--- src/rtl/ptr_reg_access_pkg.sv ---
package ptr_reg_access_pkg;

    localparam int BYTE_W = 8;
    localparam int CIDX_W = 8;

    typedef enum logic [1:0] {
        PH_IDLE,
        PH_ADDR,
        PH_WDATA,
        PH_RDATA
    } phase_e;

    typedef struct packed {
        phase_e              phase;
        logic [BYTE_W-1:0]   ptr;
        logic [CIDX_W-1:0]   cidx;
        logic                first_rd;
        logic                rd_valid;
        logic [BYTE_W-1:0]   rd_byte;
        logic                err_ovf;
        logic                err_burst;
    } ctl_t;

    function automatic logic [BYTE_W-1:0] ptr_advance(input logic [BYTE_W-1:0] p);
        return (p == '1) ? BYTE_W'(1) : p + BYTE_W'(1);
    endfunction

endpackage

--- src/rtl/pra_coef_mem.sv ---
module pra_coef_mem #(
    parameter int DEPTH = 196,
    parameter int DW    = 8,
    localparam int AW   = $clog2(DEPTH)
) (
    input  logic          clk,
    input  logic          rst_n,
    input  logic          wr_en,
    input  logic [AW-1:0] wr_idx,
    input  logic [DW-1:0] wr_data,
    input  logic [AW-1:0] rd_idx,
    output logic [DW-1:0] rd_data
);

    logic [DW-1:0] mem_q [DEPTH];

    always_ff @(posedge clk or negedge rst_n) begin
        if (!rst_n) begin
            for (int i = 0; i < DEPTH; i++) begin
                mem_q[i] <= '0;
            end
        end else if (wr_en) begin
            mem_q[wr_idx] <= wr_data;
        end
    end

    assign rd_data = mem_q[rd_idx];

endmodule

--- src/rtl/pra_status_reg.sv ---
module pra_status_reg #(
    parameter int            DW       = 8,
    parameter logic [DW-1:0] COR_MASK = '1
) (
    input  logic          clk,
    input  logic          rst_n,
    input  logic [DW-1:0] evt_in,
    input  logic          rd_clr,
    output logic [DW-1:0] value
);

    logic [DW-1:0] val_d, val_q;

    always_comb begin
        val_d = val_q;
        if (rd_clr) begin
            val_d = val_d & ~COR_MASK;
        end
        val_d = ((val_d | evt_in) & COR_MASK) | (evt_in & ~COR_MASK);
    end

    always_ff @(posedge clk or negedge rst_n) begin
        if (!rst_n) begin
            val_q <= '0;
        end else begin
            val_q <= val_d;
        end
    end

    assign value = val_q;

endmodule

--- src/rtl/ptr_reg_access.sv ---
module ptr_reg_access
    import ptr_reg_access_pkg::*;
#(
    parameter int          NUM_REGS    = 32,
    parameter int          COEF_DEPTH  = 196,
    parameter logic [7:0]  STAT_A_ADDR = 8'd12,
    parameter logic [7:0]  STAT_B_ADDR = 8'd13,
    parameter logic [7:0]  STAT_A_COR  = 8'hFF,
    parameter logic [7:0]  STAT_B_COR  = 8'h0F
) (
    input  logic       clk,
    input  logic       rst_n,
    input  logic       txn_start,
    input  logic       txn_read,
    input  logic       txn_stop,
    input  logic       rx_valid,
    input  logic [7:0] rx_byte,
    input  logic       rd_req,
    output logic       rd_valid,
    output logic [7:0] rd_byte,
    input  logic [7:0] stat_a_in,
    input  logic [7:0] stat_b_in,
    input  logic [7:0] coef_rd_idx,
    output logic [7:0] coef_rd_data,
    output logic       err_coef_ovf,
    output logic       err_burst_stat
);

    localparam int              RIW      = $clog2(NUM_REGS);
    localparam int              CAW      = $clog2(COEF_DEPTH);
    localparam logic [7:0]      NREG_B   = 8'(NUM_REGS);
    localparam logic [CIDX_W-1:0] CDEPTH_B = CIDX_W'(COEF_DEPTH);
    localparam int              NSTAT    = 2;
    localparam logic [NSTAT-1:0][7:0] COR_SEL  = {STAT_B_COR, STAT_A_COR};
    localparam logic [NSTAT-1:0][7:0] STAT_ADR = {STAT_B_ADDR, STAT_A_ADDR};

    ctl_t n, q;
    logic [NUM_REGS-1:0][7:0] regs_d, regs_q;

    logic                  coef_we;
    logic [7:0]            coef_mem_rd;
    logic [NSTAT-1:0]      stat_clr;
    logic [NSTAT-1:0][7:0] stat_val;
    logic [NSTAT-1:0][7:0] stat_evt;

    assign stat_evt = {stat_b_in, stat_a_in};

    // Status registers: one instance per status address
    for (genvar g = 0; g < NSTAT; g++) begin : g_stat
        pra_status_reg #(
            .DW       (8),
            .COR_MASK (COR_SEL[g])
        ) u_stat (
            .clk    (clk),
            .rst_n  (rst_n),
            .evt_in (stat_evt[g]),
            .rd_clr (stat_clr[g]),
            .value  (stat_val[g])
        );
    end

    pra_coef_mem #(
        .DEPTH (COEF_DEPTH),
        .DW    (8)
    ) u_coef (
        .clk     (clk),
        .rst_n   (rst_n),
        .wr_en   (coef_we),
        .wr_idx  (q.cidx[CAW-1:0]),
        .wr_data (rx_byte),
        .rd_idx  (coef_rd_idx[CAW-1:0]),
        .rd_data (coef_mem_rd)
    );

    assign coef_rd_data = (coef_rd_idx < 8'(COEF_DEPTH)) ? coef_mem_rd : 8'h00;

    function automatic logic is_stat(input logic [7:0] a);
        return (a == STAT_A_ADDR) || (a == STAT_B_ADDR);
    endfunction

    always_comb begin
        n           = q;
        regs_d      = regs_q;
        n.rd_valid  = 1'b0;
        n.rd_byte   = 8'h00;
        n.err_ovf   = 1'b0;
        n.err_burst = 1'b0;
        coef_we     = 1'b0;
        stat_clr    = '0;

        if (txn_start) begin
            n.phase    = txn_read ? PH_RDATA : PH_ADDR;
            n.cidx     = '0;
            n.first_rd = 1'b1;
        end else if (txn_stop) begin
            n.phase = PH_IDLE;
        end else if (rx_valid) begin
            case (q.phase)
                PH_ADDR: begin
                    n.ptr   = rx_byte;
                    n.phase = PH_WDATA;
                end
                PH_WDATA: begin
                    if (q.ptr == 8'h00) begin
                        if (q.cidx < CDEPTH_B) begin
                            coef_we = 1'b1;
                            n.cidx  = q.cidx + CIDX_W'(1);
                        end else begin
                            n.err_ovf = 1'b1;
                        end
                    end else begin
                        if (q.ptr < NREG_B && !is_stat(q.ptr)) begin
                            regs_d[q.ptr[RIW-1:0]] = rx_byte;
                        end
                        n.ptr = ptr_advance(q.ptr);
                    end
                end
                default: ;
            endcase
        end else if (rd_req && q.phase == PH_RDATA) begin
            n.rd_valid = 1'b1;
            n.first_rd = 1'b0;
            if (q.ptr != 8'h00) begin
                n.ptr = ptr_advance(q.ptr);
                if (is_stat(q.ptr)) begin
                    for (int k = 0; k < NSTAT; k++) begin
                        if (q.ptr == STAT_ADR[k]) begin
                            if (q.first_rd) begin
                                n.rd_byte   = stat_val[k];
                                stat_clr[k] = 1'b1;
                            end else begin
                                n.err_burst = 1'b1;
                            end
                        end
                    end
                end else if (q.ptr < NREG_B) begin
                    n.rd_byte = regs_q[q.ptr[RIW-1:0]];
                end
            end
        end
    end

    always_ff @(posedge clk or negedge rst_n) begin
        if (!rst_n) begin
            q.phase     <= PH_IDLE;
            q.ptr       <= '0;
            q.cidx      <= '0;
            q.first_rd  <= 1'b0;
            q.rd_valid  <= 1'b0;
            q.rd_byte   <= '0;
            q.err_ovf   <= 1'b0;
            q.err_burst <= 1'b0;
            regs_q      <= '0;
        end else begin
            q      <= n;
            regs_q <= regs_d;
        end
    end

    assign rd_valid       = q.rd_valid;
    assign rd_byte        = q.rd_byte;
    assign err_coef_ovf   = q.err_ovf;
    assign err_burst_stat = q.err_burst;

endmodule

--- config.mk ---
export PLATFORM = sky130hd
export DESIGN_NAME = ptr_reg_access
export DESIGN_NICKNAME = d
export VERILOG_FILES = /design/src/rtl/ptr_reg_access_pkg.sv /design/src/rtl/pra_coef_mem.sv /design/src/rtl/pra_status_reg.sv /design/src/rtl/ptr_reg_access.sv
export SDC_FILE = /design/constraint.sdc
export NUM_CORES = 2
export LEC_CHECK = 0
export BUFFER_PORTS_ARGS = -buffer_cell sky130_fd_sc_hd__buf_2
export CAP_MARGIN = 20
export CORE_UTILIZATION = 40
export DETAILED_ROUTE_END_ITERATION = 12
export SKIP_CTS_REPAIR_TIMING = 1
export SYNTH_ARGS = -nofsm -noshare
export SYNTH_HDL_FRONTEND = slang
export SYNTH_SLANG_ARGS = --single-unit
--- constraint.sdc ---
create_clock -name clk -period 4.6 [get_ports clk]
set_clock_uncertainty 0.15 [all_clocks]
set_input_delay 0.69 -clock clk [delete_from_list [all_inputs] [get_ports clk]]
set_output_delay 0.69 -clock clk [all_outputs]
set_load 0.02 [all_outputs]
# Word level (Yosys, flattened, before mapping)
# Cells that the tools add are included.
# word_totals
romBits,0
reg_bits,1870
ram_bits,0
output_inout_bits,19
latchBits,0
word_cells,356
n_memories,0
inputBits,39
# classes
div_mod_pow,0
n_reduce_logical,22
n_shift,0
add_sub_neg,2
n_mux,68
multipliers,0
n_eq_ne,10
bitwise,8
magnitude_cmp,8
# ops
cell,n
bitwise mux 1568 bit,1
bitwise mux 256 bit,1
two-way mux 8 bit,23
binary-select mux 8 bit (select 8 bit),1
demux 8 bit (select 8 bit),1
binary-select mux 8 bit (select 5 bit),1
demux 8 bit (select 5 bit),1
two-way mux 2 bit,11
two-way mux 1 bit,21
two-way mux 10 bit,2
two-way mux 20 bit,1
>= comparator 9 bit (second input constant),2
inverter 8 -> 9 bit,2
adder 8 x 1 -> 8 bit (second input constant),2
== test 8 x 4 -> 1 bit (second input constant),2
less-than comparator 8 bit (second input constant),2
case mux 8 bit (2 select lines),1
nonzero test 2 bit,7
AND reduction 6 bit,2
two-way mux 11 bit,1
less-than comparator 9 x 1 -> 1 bit (second input constant),1
two-way mux 9 bit,1
== test 8 bit (second input constant),1
logical NOT 8 bit,1
21 further kinds,29

# Depth between registers and ports, before layout
# logic_depth
word_depth,11
mapped_depth,13

# Cells and area by module
# From an unflattened synthesis, not the netlist that was laid out.
# hier_totals
hier_cells,5737
hier_area_um2,85789.8
# by_module_without_submodules
mod,area_each_um2,seq_area_each_um2,cells_per_inst,instances
pra_coef_mem,71880.2,39237.6,4665,1
ptr_reg_access,13411.6,7156.9,1042,1
pra_status_reg (g_stat[0].u_stat),264.0,200.2,17,1
pra_status_reg (g_stat[1].u_stat),234.0,200.2,13,1

# Worst setup path after synthesis
# Ideal clock, no wire load.
# synth_timing
path_kind,input to output
startpoint,in coef_rd_idx[0]
endpoint,out coef_rd_data[7]
stages,12
required_ns,3.760
arrival_ns,2.976
setup_slack_ns,0.784
path_cell_list,buf_4 -> buf_6 -> buf_8 -> buf_8 -> buf_8 -> buf_6 -> mux2i_1 -> a22oi_1 -> a22oi_1 -> o211ai_1 -> o22ai_1 -> o41ai_1
# synth_between
elab_chain_cells,5
# synth_rtl
item,line,text
start: declaration,ptr_reg_access.sv:23,"input logic [7:0] coef_rd_idx,"
inverter 8 -> 9 bit (implied by the code),pra_coef_mem.sv:27,assign rd_data = mem_q[rd_idx];
binary-select mux 8 bit (select 8 bit),pra_coef_mem.sv:27,
two-way mux 8 bit (implied by the code) (2 in a row),pra_coef_mem.sv:27,
two-way mux 8 bit *,ptr_reg_access.sv:75,assign coef_rd_data = (coef_rd_idx < 8'(COEF_DEPTH)) ? coef_mem_rd : 8'h00;
end: declaration,ptr_reg_access.sv:24,"output logic [7:0] coef_rd_data,"
# Every way passes the cells marked *; elsewhere a longest branch is shown, timed or not. The select of a mux whose other input is x is not followed.

# Final worst setup path
# layout_timing
startpoint,in coef_rd_idx[1]
endpoint,out coef_rd_data[7]
# The elaborated chain is that of the path after synthesis.

==> key figures <==
Setup path
  – FF-to-FF path depth: 7
  – CP arrival: between 3000 and 4000 ps
  – CP Depth: 12
  – Worst Path Required: 3760 ps
  – Slowest cell on the critical path: a31oi_2
  – Critical path, cell by cell: buf_12, buf_12, buf_4, mux4_2, o22ai_1, nor3_1, buf_4, or3_1, a31oi_2, buf_4, o41ai_1, buf_2
  – WP buf/inv: 6
  – Startpoint types: input pin
  – Worst stage delay on the critical path: 360 ps
  – Critical path capture point type: output pin
  – Crit path kind: in -> out
  – Most numerous cell on the critical path: buf_4
  – CP top delay family: buffers and inverters
  – CP Max Fanout: 41

Power
  – P_sw: 8.70 mW
  – Sequential power share: 0.464
  – Max VDD drop: 0.393 mV
  – P_int: 27.0 mW
  – Leakage: 46.8 nW
  – Power Total: 35.7 mW
  – Comb power frac: 0.069
  – Clk pwr share: 0.468
  – Power Dens Cells: approximately 360 nW/µm²
  – Sw frac: 0.244

Clock tree
  – CTS tree: built
  – CTS Sinks: 1870
  – CTS Buf Count: 204
  – Reg clk slew, reported paths: 60 ps
  – Clk Latency, worst-skew pair: 860 ps
  – Clk root buf: clkbuf_16
  – H-tree depth: 4
  – CTS Buffer Depth: 3

Detailed routing
  – Initial DRT Pass Iterations: 7
  – Via/cell ratio: 5.77
  – Total Routed Length: 248 mm
  – Remaining DRCs: 0
  – Post-route ant nets: 0
  – Initial DRC count: 3951
  – Per-cell routed wire length: 28.3 µm
  – DR vias: just over 50000

Job
  – Max Cap Viol: 0

STA
  – Final setup violating endpoints: 3
  – Hold Slack: 74.4 ps
  – Slack of the critical path: -42.9 ps
  – Post-layout min period: 4640 ps
  – Max Slew Vio Count: 0
  – Worst-Margin Slew: approximately 1200 ps
  – RSZ-0062 raised after global routing: yes
  – Relative slew slack: 0.211
  – Fmax: 215 MHz
  – Final hold vios: 0
  – Fin crit share: 1.01

Synthesis
  – Syn Std Cell Area: 86400 µm²
  – Post-synth ARST share: 1.00
  – Ys Warns: 0
  – Dominant cells by area after synthesis: dfrtp_1 54%, mux2_2 21%, mux4_2 11%
  – Syn nets: about 5600
  – Top_reg_cell synth: dfrtp_1
  – Gate Count Post-Synth: 5573
  – Post-synth EDFFs: 0
  – Avg Synthesized Cell Area: 15.5 µm²
  – Sequential-to-total area share from yosys stat: 0.542
  – Synth area leader: dfrtp_1
  – Yosys top cell area share: 0.542
  – #FFs+latches synth: 1870
  – Unique masters post-synth: 73

Global route
  – Largest net degree at the start of global routing: 163
  – Initial antenna violation count: 9
  – GRT overflow: 0
  – All-Layer GR Usage: 0.231
  – Vias in the first global route: 53500
  – First-pass GRT wire length: around 370 mm

Floorplanning
  – Die X: 467 µm
  – Num rows: 170
  – Ports: 58
  – DIE AREA: 218000 µm²
  – Core ar.: between 200000 and 250000 µm²
  – Die Ht: 467 µm
  – Starting Density: 0.403

Hold path
  – Hold Crit Class: in -> reg
  – Hold path depth: 3

Cells and area
  – Area delta synth->final: 14.5%
  – Most frequent cells in the layout: 1868 x dfrtp_1, 1621 x mux2_2, 406 x mux4_2, 298 x buf_4, 206 x clkbuf_16
  – Share of post-route cells with drive strength above 1: 0.509
  – Most common cell after layout, fill and taps aside: dfrtp_1
  – Final core utilization: 0.461
  – Nets@finish: about 5800

Run status
  – Violated checks: setup timing
  – Status: finished with violations

Place
  – Pre-CTS worst setup slack: -477 ps
  – Routability cong.: 0.846
  – PortBufs: 57
  – Hpwl dp: around 160 mm
registers in the layout (all words and copies together), names as in the netlist:
signal / count
q: 19
rd_valid: 1
err_burst_stat: 1
rd_byte: 8
regs_q: 256
g_stat.u_stat.value: 16
u_coef.mem_q: 1568
err_coef_ovf: 1
metal layers:
layer	GRT usage	share of wire	up-vias
met2	0.356	0.46	1351
li1	-	-	21200
met1	0.332	0.45	27600
met3	0.0396	0.054	355
met4	0.0706	0.030	10
met5	0	0.00027	-
path summary, 6_finish.rpt:
kind / start / slack [ps] / to
setup / recovery: coef_rd_idx[1] / -40 / coef_rd_data[7]
hold / removal: rx_valid / 70 / q[28]
setup reg to reg: q[26] / 360 / u_coef.mem_q[1189]
hold reg to reg: regs_q[103] / 220 / regs_q[103]
max in group asynchronous: rst_n / 2580 / u_coef.mem_q[1509]
min in group asynchronous: rst_n / 250 / regs_q[31]
tightest hold or removal path, delay by kind of cell:
| family | cells | cell delay (ps) |
|---|---|---|
| buffers and inverters | 1 | 140 |
| AOI/OAI and AO/OA | 1 | 140 |
| and+or+nand+nor | 1 | 80 |
Yosys cell counts, drive strengths merged (6+ instances only):
cell	count
a22oi	77
nor3	35
nand2b	13
dfrtp	1870
and2	11
a221o	6
mux2	1812
mux4	406
o21ai	39
nand2	92
o221ai	10
clkbuf	306
a31oi	11
a221oi	32
nand3	26
a21o	12
a21oi	26
buf	141
inv	17
o311ai	6
a211oi	12
o22ai	46
nor2	248
a22o	13
mux2i	153
ha	8
o211ai	16
nand4	15
o2111ai	6
a2bb2oi	10
nor2b	20
a2111oi	8
and3	8
layout make-up:
cell class                 count  area [µm²]
antenna                        2        5.00
clock buffer                 308        6100
clock inverter                56         777
fill                       18600      116000
inverter                      18        67.6
multi-input combinational   3238       37500
sequential                  1870       46800
tap                         2838        3550
timing repair buffer         437        4080
power by group through the flow:
| stage | Clock [mW] | Sequential [mW] | Combinational (mW) |
|---|---|---|---|
| after floorplan | 0 | 16.8 | 1.23 |
| after global placement | 0 | 16.9 | 2.43 |
| after detailed placement | 0 | 16.9 | 2.44 |
| after CTS | 17.1 | 16.6 | 2.45 |
| after global routing | 17.7 | 16.6 | 2.62 |
| final | 16.7 | 16.6 | 2.45 |
cells by family (layout without fill, tap and decap cells):
group	Yosys count	after routing	share of synthesized area
and+or+nand+nor	503	503	0.0415
AOI/OAI and AO/OA	350	350	0.0295
buffers and inverters	465	819	0.0258
DFF	1870	1870	0.542
muxes	2371	2371	0.360
other	0	2	0
adders and majority gates	8	8	0.00116
xor gates and xnor gates	6	6	0.000608
through the flow:
| step | setup TNS, ps | std cells | instance area (µm²) |
|---|---|---|---|
| 3_3_place_gp | -2930 | 8365 | 91500 |
| 6_report | -86.1 | 8767 | 98900 |
| 2_1_floorplan | 0 | 5573 | 86400 |
| 4_1_cts | -2830 | 8729 | 98400 |
| 3_5_place_dp | -2730 | 8365 | 91500 |
| 5_1_grt | 0 | 8765 | 98900 |
(Power assumes the default switching activity.)
